[src/rtl/lia_pkg.sv]
package lia_pkg;

    // Bits needed to index or count 'n' items (at least one).
    function automatic int idx_width(input int n);
        return (n > 1) ? $clog2(n) : 1;
    endfunction

    // Width of a signed sum of 'count' terms of 'base' bits.
    function automatic int sum_width(input int base, input int count);
        return base + ((count > 1) ? $clog2(count) : 0);
    endfunction

endpackage

[src/rtl/lia_phase_seq.sv]
module lia_phase_seq #(
    parameter int PERIOD  = 8,
    parameter int AVG_CNT = 4,
    localparam int PH_W   = lia_pkg::idx_width(PERIOD),
    localparam int PR_W   = lia_pkg::idx_width(AVG_CNT)
) (
    input  logic            clk,
    input  logic            rst,
    input  logic            in_valid,
    output logic [PH_W-1:0] phase,
    output logic            first_pass,
    output logic            wr_bank,
    output logic            window_done
);
    typedef struct packed {
        logic [PH_W-1:0] phase;
        logic [PR_W-1:0] period;
        logic            bank;
    } seq_t;

    seq_t st_d, st_q;
    logic last_phase, last_period;

    always_comb begin
        st_d        = st_q;
        last_phase  = (st_q.phase == PH_W'(PERIOD - 1));
        last_period = (st_q.period == PR_W'(AVG_CNT - 1));
        window_done = in_valid && last_phase && last_period;
        if (in_valid) begin
            if (last_phase) begin
                st_d.phase = '0;
                if (last_period) begin
                    st_d.period = '0;
                    st_d.bank   = ~st_q.bank;
                end else begin
                    st_d.period = st_q.period + 1'b1;
                end
            end else begin
                st_d.phase = st_q.phase + 1'b1;
            end
        end
    end

    always_ff @(posedge clk) begin
        if (rst) st_q <= '0;
        else     st_q <= st_d;
    end

    assign phase      = st_q.phase;
    assign first_pass = (st_q.period == '0);
    assign wr_bank    = st_q.bank;

    // the phase index never leaves 0..PERIOD-1
    a_r1_phase_bound: assert property (@(posedge clk) disable iff (rst)
        int'(st_q.phase) < PERIOD);
    // the period count never leaves 0..AVG_CNT-1
    a_r2_period_bound: assert property (@(posedge clk) disable iff (rst)
        int'(st_q.period) < AVG_CNT);
    // a completed window hands its bank over to the demodulator
    a_r7_bank_swap: assert property (@(posedge clk) disable iff (rst)
        window_done |=> (st_q.bank != $past(st_q.bank)));
endmodule

[src/rtl/lia_avg_bank.sv]
module lia_avg_bank #(
    parameter int SAMPLE_W = 12,
    parameter int AVG_W    = 14,
    parameter int PERIOD   = 8,
    localparam int PH_W    = lia_pkg::idx_width(PERIOD)
) (
    input  logic                       clk,
    input  logic                       wr_en,
    input  logic                       wr_bank,
    input  logic [PH_W-1:0]            wr_idx,
    input  logic                       first_pass,
    input  logic signed [SAMPLE_W-1:0] sample,
    input  logic [PH_W-1:0]            rd_idx,
    output logic signed [AVG_W-1:0]    rd_data
);
    logic signed [AVG_W-1:0] mem_d [2][PERIOD];
    logic signed [AVG_W-1:0] mem_q [2][PERIOD];
    logic signed [AVG_W-1:0] ext;

    always_comb begin
        mem_d = mem_q;
        ext   = AVG_W'(sample);
        if (wr_en) begin
            if (first_pass) mem_d[wr_bank][wr_idx] = ext;
            else            mem_d[wr_bank][wr_idx] = mem_q[wr_bank][wr_idx] + ext;
        end
    end

    // Every entry is rewritten on a window's first period, so no reset is needed.
    always_ff @(posedge clk) begin
        mem_q <= mem_d;
    end

    assign rd_data = mem_q[~wr_bank][rd_idx];
endmodule

[src/rtl/lia_ref_rom.sv]
module lia_ref_rom #(
    parameter int REF_W  = 8,
    parameter int PERIOD = 8,
    parameter logic [PERIOD*REF_W-1:0] COS_TAB = '0,
    parameter logic [PERIOD*REF_W-1:0] SIN_TAB = '0,
    localparam int PH_W  = lia_pkg::idx_width(PERIOD)
) (
    input  logic [PH_W-1:0]         idx,
    output logic signed [REF_W-1:0] cos_o,
    output logic signed [REF_W-1:0] sin_o
);
    logic signed [REF_W-1:0] cos_arr [PERIOD];
    logic signed [REF_W-1:0] sin_arr [PERIOD];

    for (genvar k = 0; k < PERIOD; k++) begin : g_tab
        assign cos_arr[k] = COS_TAB[k*REF_W +: REF_W];
        assign sin_arr[k] = SIN_TAB[k*REF_W +: REF_W];
    end

    assign cos_o = cos_arr[idx];
    assign sin_o = sin_arr[idx];
endmodule

[src/rtl/lia_demod.sv]
module lia_demod #(
    parameter int AVG_W  = 14,
    parameter int REF_W  = 8,
    parameter int ACC_W  = 25,
    parameter int PERIOD = 8,
    localparam int PH_W  = lia_pkg::idx_width(PERIOD),
    localparam int PROD_W = AVG_W + REF_W
) (
    input  logic                    clk,
    input  logic                    rst,
    input  logic                    start,
    input  logic signed [AVG_W-1:0] avg_in,
    input  logic signed [REF_W-1:0] cos_in,
    input  logic signed [REF_W-1:0] sin_in,
    output logic [PH_W-1:0]         rd_idx,
    output logic                    out_valid,
    output logic signed [ACC_W-1:0] out_i,
    output logic signed [ACC_W-1:0] out_q
);
    typedef struct packed {
        logic                    busy;
        logic [PH_W-1:0]         idx;
        logic signed [ACC_W-1:0] acc_i;
        logic signed [ACC_W-1:0] acc_q;
        logic signed [ACC_W-1:0] res_i;
        logic signed [ACC_W-1:0] res_q;
        logic                    vld;
    } dm_t;

    dm_t dm_d, dm_q;
    logic signed [PROD_W-1:0] prod_i, prod_q;
    logic signed [ACC_W-1:0]  sum_i, sum_q;
    logic                     last_idx;

    always_comb begin
        dm_d     = dm_q;
        dm_d.vld = 1'b0;
        prod_i   = PROD_W'(avg_in) * PROD_W'(cos_in);
        prod_q   = PROD_W'(avg_in) * PROD_W'(sin_in);
        sum_i    = dm_q.acc_i + ACC_W'(prod_i);
        sum_q    = dm_q.acc_q + ACC_W'(prod_q);
        last_idx = (dm_q.idx == PH_W'(PERIOD - 1));
        if (dm_q.busy) begin
            if (last_idx) begin
                dm_d.res_i = sum_i;
                dm_d.res_q = sum_q;
                dm_d.vld   = 1'b1;
                dm_d.busy  = 1'b0;
            end else begin
                dm_d.acc_i = sum_i;
                dm_d.acc_q = sum_q;
                dm_d.idx   = dm_q.idx + 1'b1;
            end
        end
        if (start) begin
            dm_d.busy  = 1'b1;
            dm_d.idx   = '0;
            dm_d.acc_i = '0;
            dm_d.acc_q = '0;
        end
    end

    always_ff @(posedge clk) begin
        if (rst) dm_q <= '0;
        else     dm_q <= dm_d;
    end

    assign rd_idx    = dm_q.idx;
    assign out_valid = dm_q.vld;
    assign out_i     = dm_q.res_i;
    assign out_q     = dm_q.res_q;

    // the strobe never lasts two cycles
    a_r5_single_pulse: assert property (@(posedge clk) disable iff (rst)
        out_valid |=> !out_valid);
    // results hold between strobes
    a_r6_hold_i: assert property (@(posedge clk) disable iff (rst)
        !out_valid |-> $stable(out_i));
    a_r6_hold_q: assert property (@(posedge clk) disable iff (rst)
        !out_valid |-> $stable(out_q));
    // a new window only starts once the previous pass is on its last entry
    a_r7_no_overlap: assert property (@(posedge clk) disable iff (rst)
        start |-> (!dm_q.busy || last_idx));
    // a strobe always follows a pass
    a_r9_after_pass: assert property (@(posedge clk) disable iff (rst)
        out_valid |-> $past(dm_q.busy));
endmodule

[src/rtl/lia_coh_lockin.sv]
module lia_coh_lockin #(
    parameter int SAMPLE_W = 12,
    parameter int REF_W    = 8,
    parameter int PERIOD   = 8,
    parameter int AVG_CNT  = 4,
    parameter logic [PERIOD*REF_W-1:0] COS_TAB = 64'h5A00A681A6005A7F,
    parameter logic [PERIOD*REF_W-1:0] SIN_TAB = 64'hA681A6005A7F5A00,
    localparam int AVG_W   = lia_pkg::sum_width(SAMPLE_W, AVG_CNT),
    localparam int ACC_W   = lia_pkg::sum_width(AVG_W + REF_W, PERIOD),
    localparam int PH_W    = lia_pkg::idx_width(PERIOD)
) (
    input  logic                       clk,
    input  logic                       rst,
    input  logic                       in_valid,
    input  logic signed [SAMPLE_W-1:0] in_sample,
    output logic                       out_valid,
    output logic signed [ACC_W-1:0]    out_i,
    output logic signed [ACC_W-1:0]    out_q
);
    logic [PH_W-1:0]         phase, rd_idx;
    logic                    first_pass, wr_bank, window_done;
    logic signed [AVG_W-1:0] avg_rd;
    logic signed [REF_W-1:0] cos_v, sin_v;

    lia_phase_seq #(.PERIOD(PERIOD), .AVG_CNT(AVG_CNT)) u_seq (
        .clk(clk), .rst(rst), .in_valid(in_valid), .phase(phase),
        .first_pass(first_pass), .wr_bank(wr_bank), .window_done(window_done)
    );

    lia_avg_bank #(.SAMPLE_W(SAMPLE_W), .AVG_W(AVG_W), .PERIOD(PERIOD)) u_bank (
        .clk(clk), .wr_en(in_valid), .wr_bank(wr_bank), .wr_idx(phase),
        .first_pass(first_pass), .sample(in_sample), .rd_idx(rd_idx), .rd_data(avg_rd)
    );

    lia_ref_rom #(.REF_W(REF_W), .PERIOD(PERIOD), .COS_TAB(COS_TAB), .SIN_TAB(SIN_TAB)) u_rom (
        .idx(rd_idx), .cos_o(cos_v), .sin_o(sin_v)
    );

    lia_demod #(.AVG_W(AVG_W), .REF_W(REF_W), .ACC_W(ACC_W), .PERIOD(PERIOD)) u_dm (
        .clk(clk), .rst(rst), .start(window_done), .avg_in(avg_rd),
        .cos_in(cos_v), .sin_in(sin_v), .rd_idx(rd_idx),
        .out_valid(out_valid), .out_i(out_i), .out_q(out_q)
    );

    // reset leaves the strobe low on the following cycle
    a_r8_reset_quiet: assert property (@(posedge clk)
        $past(rst) |-> !out_valid);
endmodule

[config.mk]
export PLATFORM = sky130hd
export DESIGN_NAME = lia_coh_lockin
export DESIGN_NICKNAME = d
export VERILOG_FILES = /design/src/rtl/lia_pkg.sv /design/src/rtl/lia_phase_seq.sv /design/src/rtl/lia_avg_bank.sv /design/src/rtl/lia_ref_rom.sv /design/src/rtl/lia_demod.sv /design/src/rtl/lia_coh_lockin.sv
export SDC_FILE = /design/constraint.sdc
export NUM_CORES = 1
export LEC_CHECK = 0
export BUFFER_PORTS_ARGS = -buffer_cell sky130_fd_sc_hd__clkbuf_2
export CORE_MARGIN = 10
export CORE_UTILIZATION = 30
export CTS_BUF_LIST = sky130_fd_sc_hd__clkbuf_4 sky130_fd_sc_hd__clkbuf_8
export DETAILED_ROUTE_END_ITERATION = 16
export GPL_ROUTABILITY_DRIVEN = 0
export PLACE_DENSITY_LB_ADDON = 0.3
export SYNTH_ARGS = -nofsm -noshare
export SYNTH_HDL_FRONTEND = slang
export SYNTH_SLANG_ARGS = --single-unit
[constraint.sdc]
create_clock -name clk -period 10.4 [get_ports clk]
set_clock_uncertainty 0.05 [all_clocks]
set_input_delay 2.08 -clock clk [delete_from_list [all_inputs] [get_ports clk]]
set_output_delay 2.08 -clock clk [all_outputs]
set_load 0.02 [all_outputs]
==> reports/qor.csv <==
metric;value;unit
outcome;completed;
cts_repair_resize_count;0;
post_route_drc;0;
report.final.hold_viol_count;0;
synth.largest_area_cell;edfxtp_1;
place.detailed.hpwl;55.0;mm
synth.ff_latch_count;335;
timing.fmax;126;MHz
timing.final.max_slew_violations;0;
drv.max_cap_violation_count;0;
path_class;flip-flop to flip-flop;
synthesis.area_per_instance;10.6;µm²
cp-end-kind;flip-flop;
overflow;0;
cell_with_the_largest_stage_delay_on_the_worst_path;dfxtp_4;
arrival_time_worst_endpoint;8420;ps
wl_per_cell;20.8;µm
first_global_vias;19764;
synth-edff-count;224;
clk-insertion-delay-late;730;ps
port-buffer-count;65;
placement_stage_worst_setup_slack;2450;ps
type_of_the_worst_min_delay_path;flip-flop to flip-flop;
leakage;0.0114;µW
post-synth-top-area-fraction;0.260;
part_of_the_power_in_registers;0.486;
ctsRootBufferMaster;clkbuf_8;
std_cell_rows;107;
wire_length_of_the_first_global_routing_pass;118;mm
wirelength;75.1;mm
drive_above_1_share;0.145;
power.total;2940;µW
detail_route.iter0.violations;1451;
layout_worst_path_cycle_share;0.760;
vdd.ir_drop.worst;0.0859;mV
nNetsFinal;2828;
pin_count;66;
die_area;98500;µm²
fillerInstances;8712;
netlist-cell-type-count;61;
clockPowerShare;0.452;
setup_viol;0;
synth_nets;2849;
vias;18172;
grt_setup_unrepaired;false;
tritoncts;done;
p_comb_frac;0.063;
synth_most_common_cell;nor2_1;
netlist_top_cells_area;edfxtp_1 (26%), fa_1 (17%), dfxtp_1 (8.6%);
gr-usage-all-layers;0.153;
die_x;314;µm
die_height;314;µm
internal_power;2210;µW
powerDensity;104;nW/µm²
grt_antenna_before_repair;2;
maxSlewHeadroom;0.181;
cells_along_the_critical_path;buf_4, mux4_2, mux4_2, or2_2, fa_1, fa_1, inv_1, fa_1, fa_1, inv_1, fa_1, inv_1, ha_1, a2111oi_0, o21ai_0, and3_1, a21oi_1, o21ai_0, xor2_1, a22o_1;
cts_setup_buffers;0;
hold_buffers;0;
synth-seq-area-share;0.346;
layout_setup_ws;2490;ps
synth_commonest_cells;nor2_1 (358), nand2_1 (250), edfxtp_1 (224), fa_1 (215), inv_1 (190);
drt-vias-per-instance;5.02;
synth_ff_type;edfxtp_1;
synth_warn;0;
p_sw_frac;0.249;
worst_setup_hold_path_clk_slew;60;ps
total_switching_power;732;µW
ys_async_sr_fraction;0;
timing.final.crit_period;7910;ps
top_cell_by_count_worst_path;fa_1;
critical_path_peak_fanout;46;
drtPass1Iterations;5;
worst_slew_pin_slew;1230;ps
initial_utilization;0.303;
cts.htree.levels;2;
clock-sinks;335;
core_region_area;85400;µm²
cts_max_path_buffers;3;
numCtsBuffers;61;
detail-route-antenna-nets;0;
grt_start_max_net_pins;57;
max_stage_delay;860;ps
setup_tns;0;ps
syn_inst;2453;
area_grow_syn2layout;9.50;%
netlist_area;25900;µm²
critical_path.startpoint_type;flip-flop;
critical_path_required;10910;ps
-- worst max-delay path, delay by kind of cell (launching register included) --
kind	cells	cell delay (ps)
AO/OA/AOI/OAI	5	1360
XOR/XNOR	1	180
adder cells (fa/ha/maj)	6	2670
buffers and inverters	4	800
flip-flops	1	860
multiplexers	2	1250
AND/OR/NAND/NOR	2	610
-- sequential cells by signal, indices dropped and copies added, names as in the netlist --
signal          cells
u_dm.dm_q          51
u_dm.out_valid      1
u_bank.mem_q      224
u_dm.out_i         25
u_dm.out_q         25
u_seq.wr_bank       1
u_seq.st_q          2
u_dm.rd_idx         3
u_seq.phase         3
-- through the flow --
step | instance area (µm²) | instances | hold WS [ps] | utilization
2_1_floorplan | 25900 | 2453 | 382 | -
3_3_place_gp | 27100 | 3513 | 392 | 0.317
3_5_place_dp | 27100 | 3513 | 399 | 0.317
4_1_cts | 28300 | 3619 | 408 | 0.332
5_1_grt | 28400 | 3620 | 415 | 0.332
6_report | 28400 | 3620 | 402 | 0.332
-- placed cells by master, fill, tap and decap left out, types with 16 or more instances in the layout --
| master | n |
|---|---|
| ha_1 | 166 |
| xor2_1 | 25 |
| o21ai_0 | 44 |
| a21oi_1 | 139 |
| buf_4 | 46 |
| nand2b_1 | 17 |
| dfxtp_1 | 108 |
| clkbuf_4 | 21 |
| xnor2_1 | 64 |
| mux2i_1 | 68 |
| mux4_2 | 92 |
| nand2_1 | 249 |
| nor2b_1 | 30 |
| clkbuf_2 | 65 |
| nor2_1 | 342 |
| o22ai_1 | 30 |
| nand3_1 | 31 |
| a211oi_1 | 25 |
| nor2_2 | 16 |
| and2_1 | 29 |
| inv_1 | 190 |
| a21o_1 | 26 |
| fa_1 | 215 |
| clkbuf_8 | 68 |
| edfxtp_1 | 224 |
-- cell families after synthesis --
family	count (synthesis)	share of synthesized area
and+or+nand+nor	761	0.123
muxes	165	0.108
DFF	335	0.346
buffers and inverters	388	0.0664
adders and majority gates	381	0.246
xor gates and xnor gates	90	0.0307
AOI/OAI and AO/OA	333	0.0792
-- cell type report --
cell class | instances | area (µm²) | area share
Timing Repair Buffer | 111 | 671 | 0.0237
Antenna cell | 1 | 2.50 | 0.0000883
Multi-Input combinational cell | 1730 | 15300 | 0.540
Clock inverter | 17 | 178 | 0.00627
Sequential cell | 335 | 8950 | 0.316
Inverter | 193 | 724 | 0.0256
Clock buffer | 89 | 1090 | 0.0386
Tap cell | 1144 | 1430 | 0.0505
-- per-layer routing --
metal  wire, µm  track usage  vias up
met4       3200       0.0625        0
met1      30500        0.186     9175
li1           -            -     8294
met5          0            0        -
met3       4210       0.0249      159
met2      37200        0.268      544
-- power by group through the flow --
stage	combinational, µW	clock [µW]	sequential (µW)
global route	201	1410	1430
finish	184	1330	1430
CTS	184	1360	1430
detailed placement	183	0	1460
global placement	179	0	1460
floorplan	124	0	1450
-- path summary, 6_finish.rpt --
kind	startpoint	end	slack, ps	cells after the start
max	u_seq.wr_bank$_SDFFE_PP0P_	u_dm.dm_q[72]$_SDFFE_PP0P_	2490	20
min reg2reg	u_dm.out_q[15]$_SDFFE_PP0P_	u_dm.out_q[15]$_SDFFE_PP0P_	400	2
min	u_dm.out_q[15]$_SDFFE_PP0P_	u_dm.out_q[15]$_SDFFE_PP0P_	400	2
max reg2reg	u_seq.wr_bank$_SDFFE_PP0P_	u_dm.dm_q[72]$_SDFFE_PP0P_	2490	20
No activity file was read; power rests on OpenSTA's default activity.
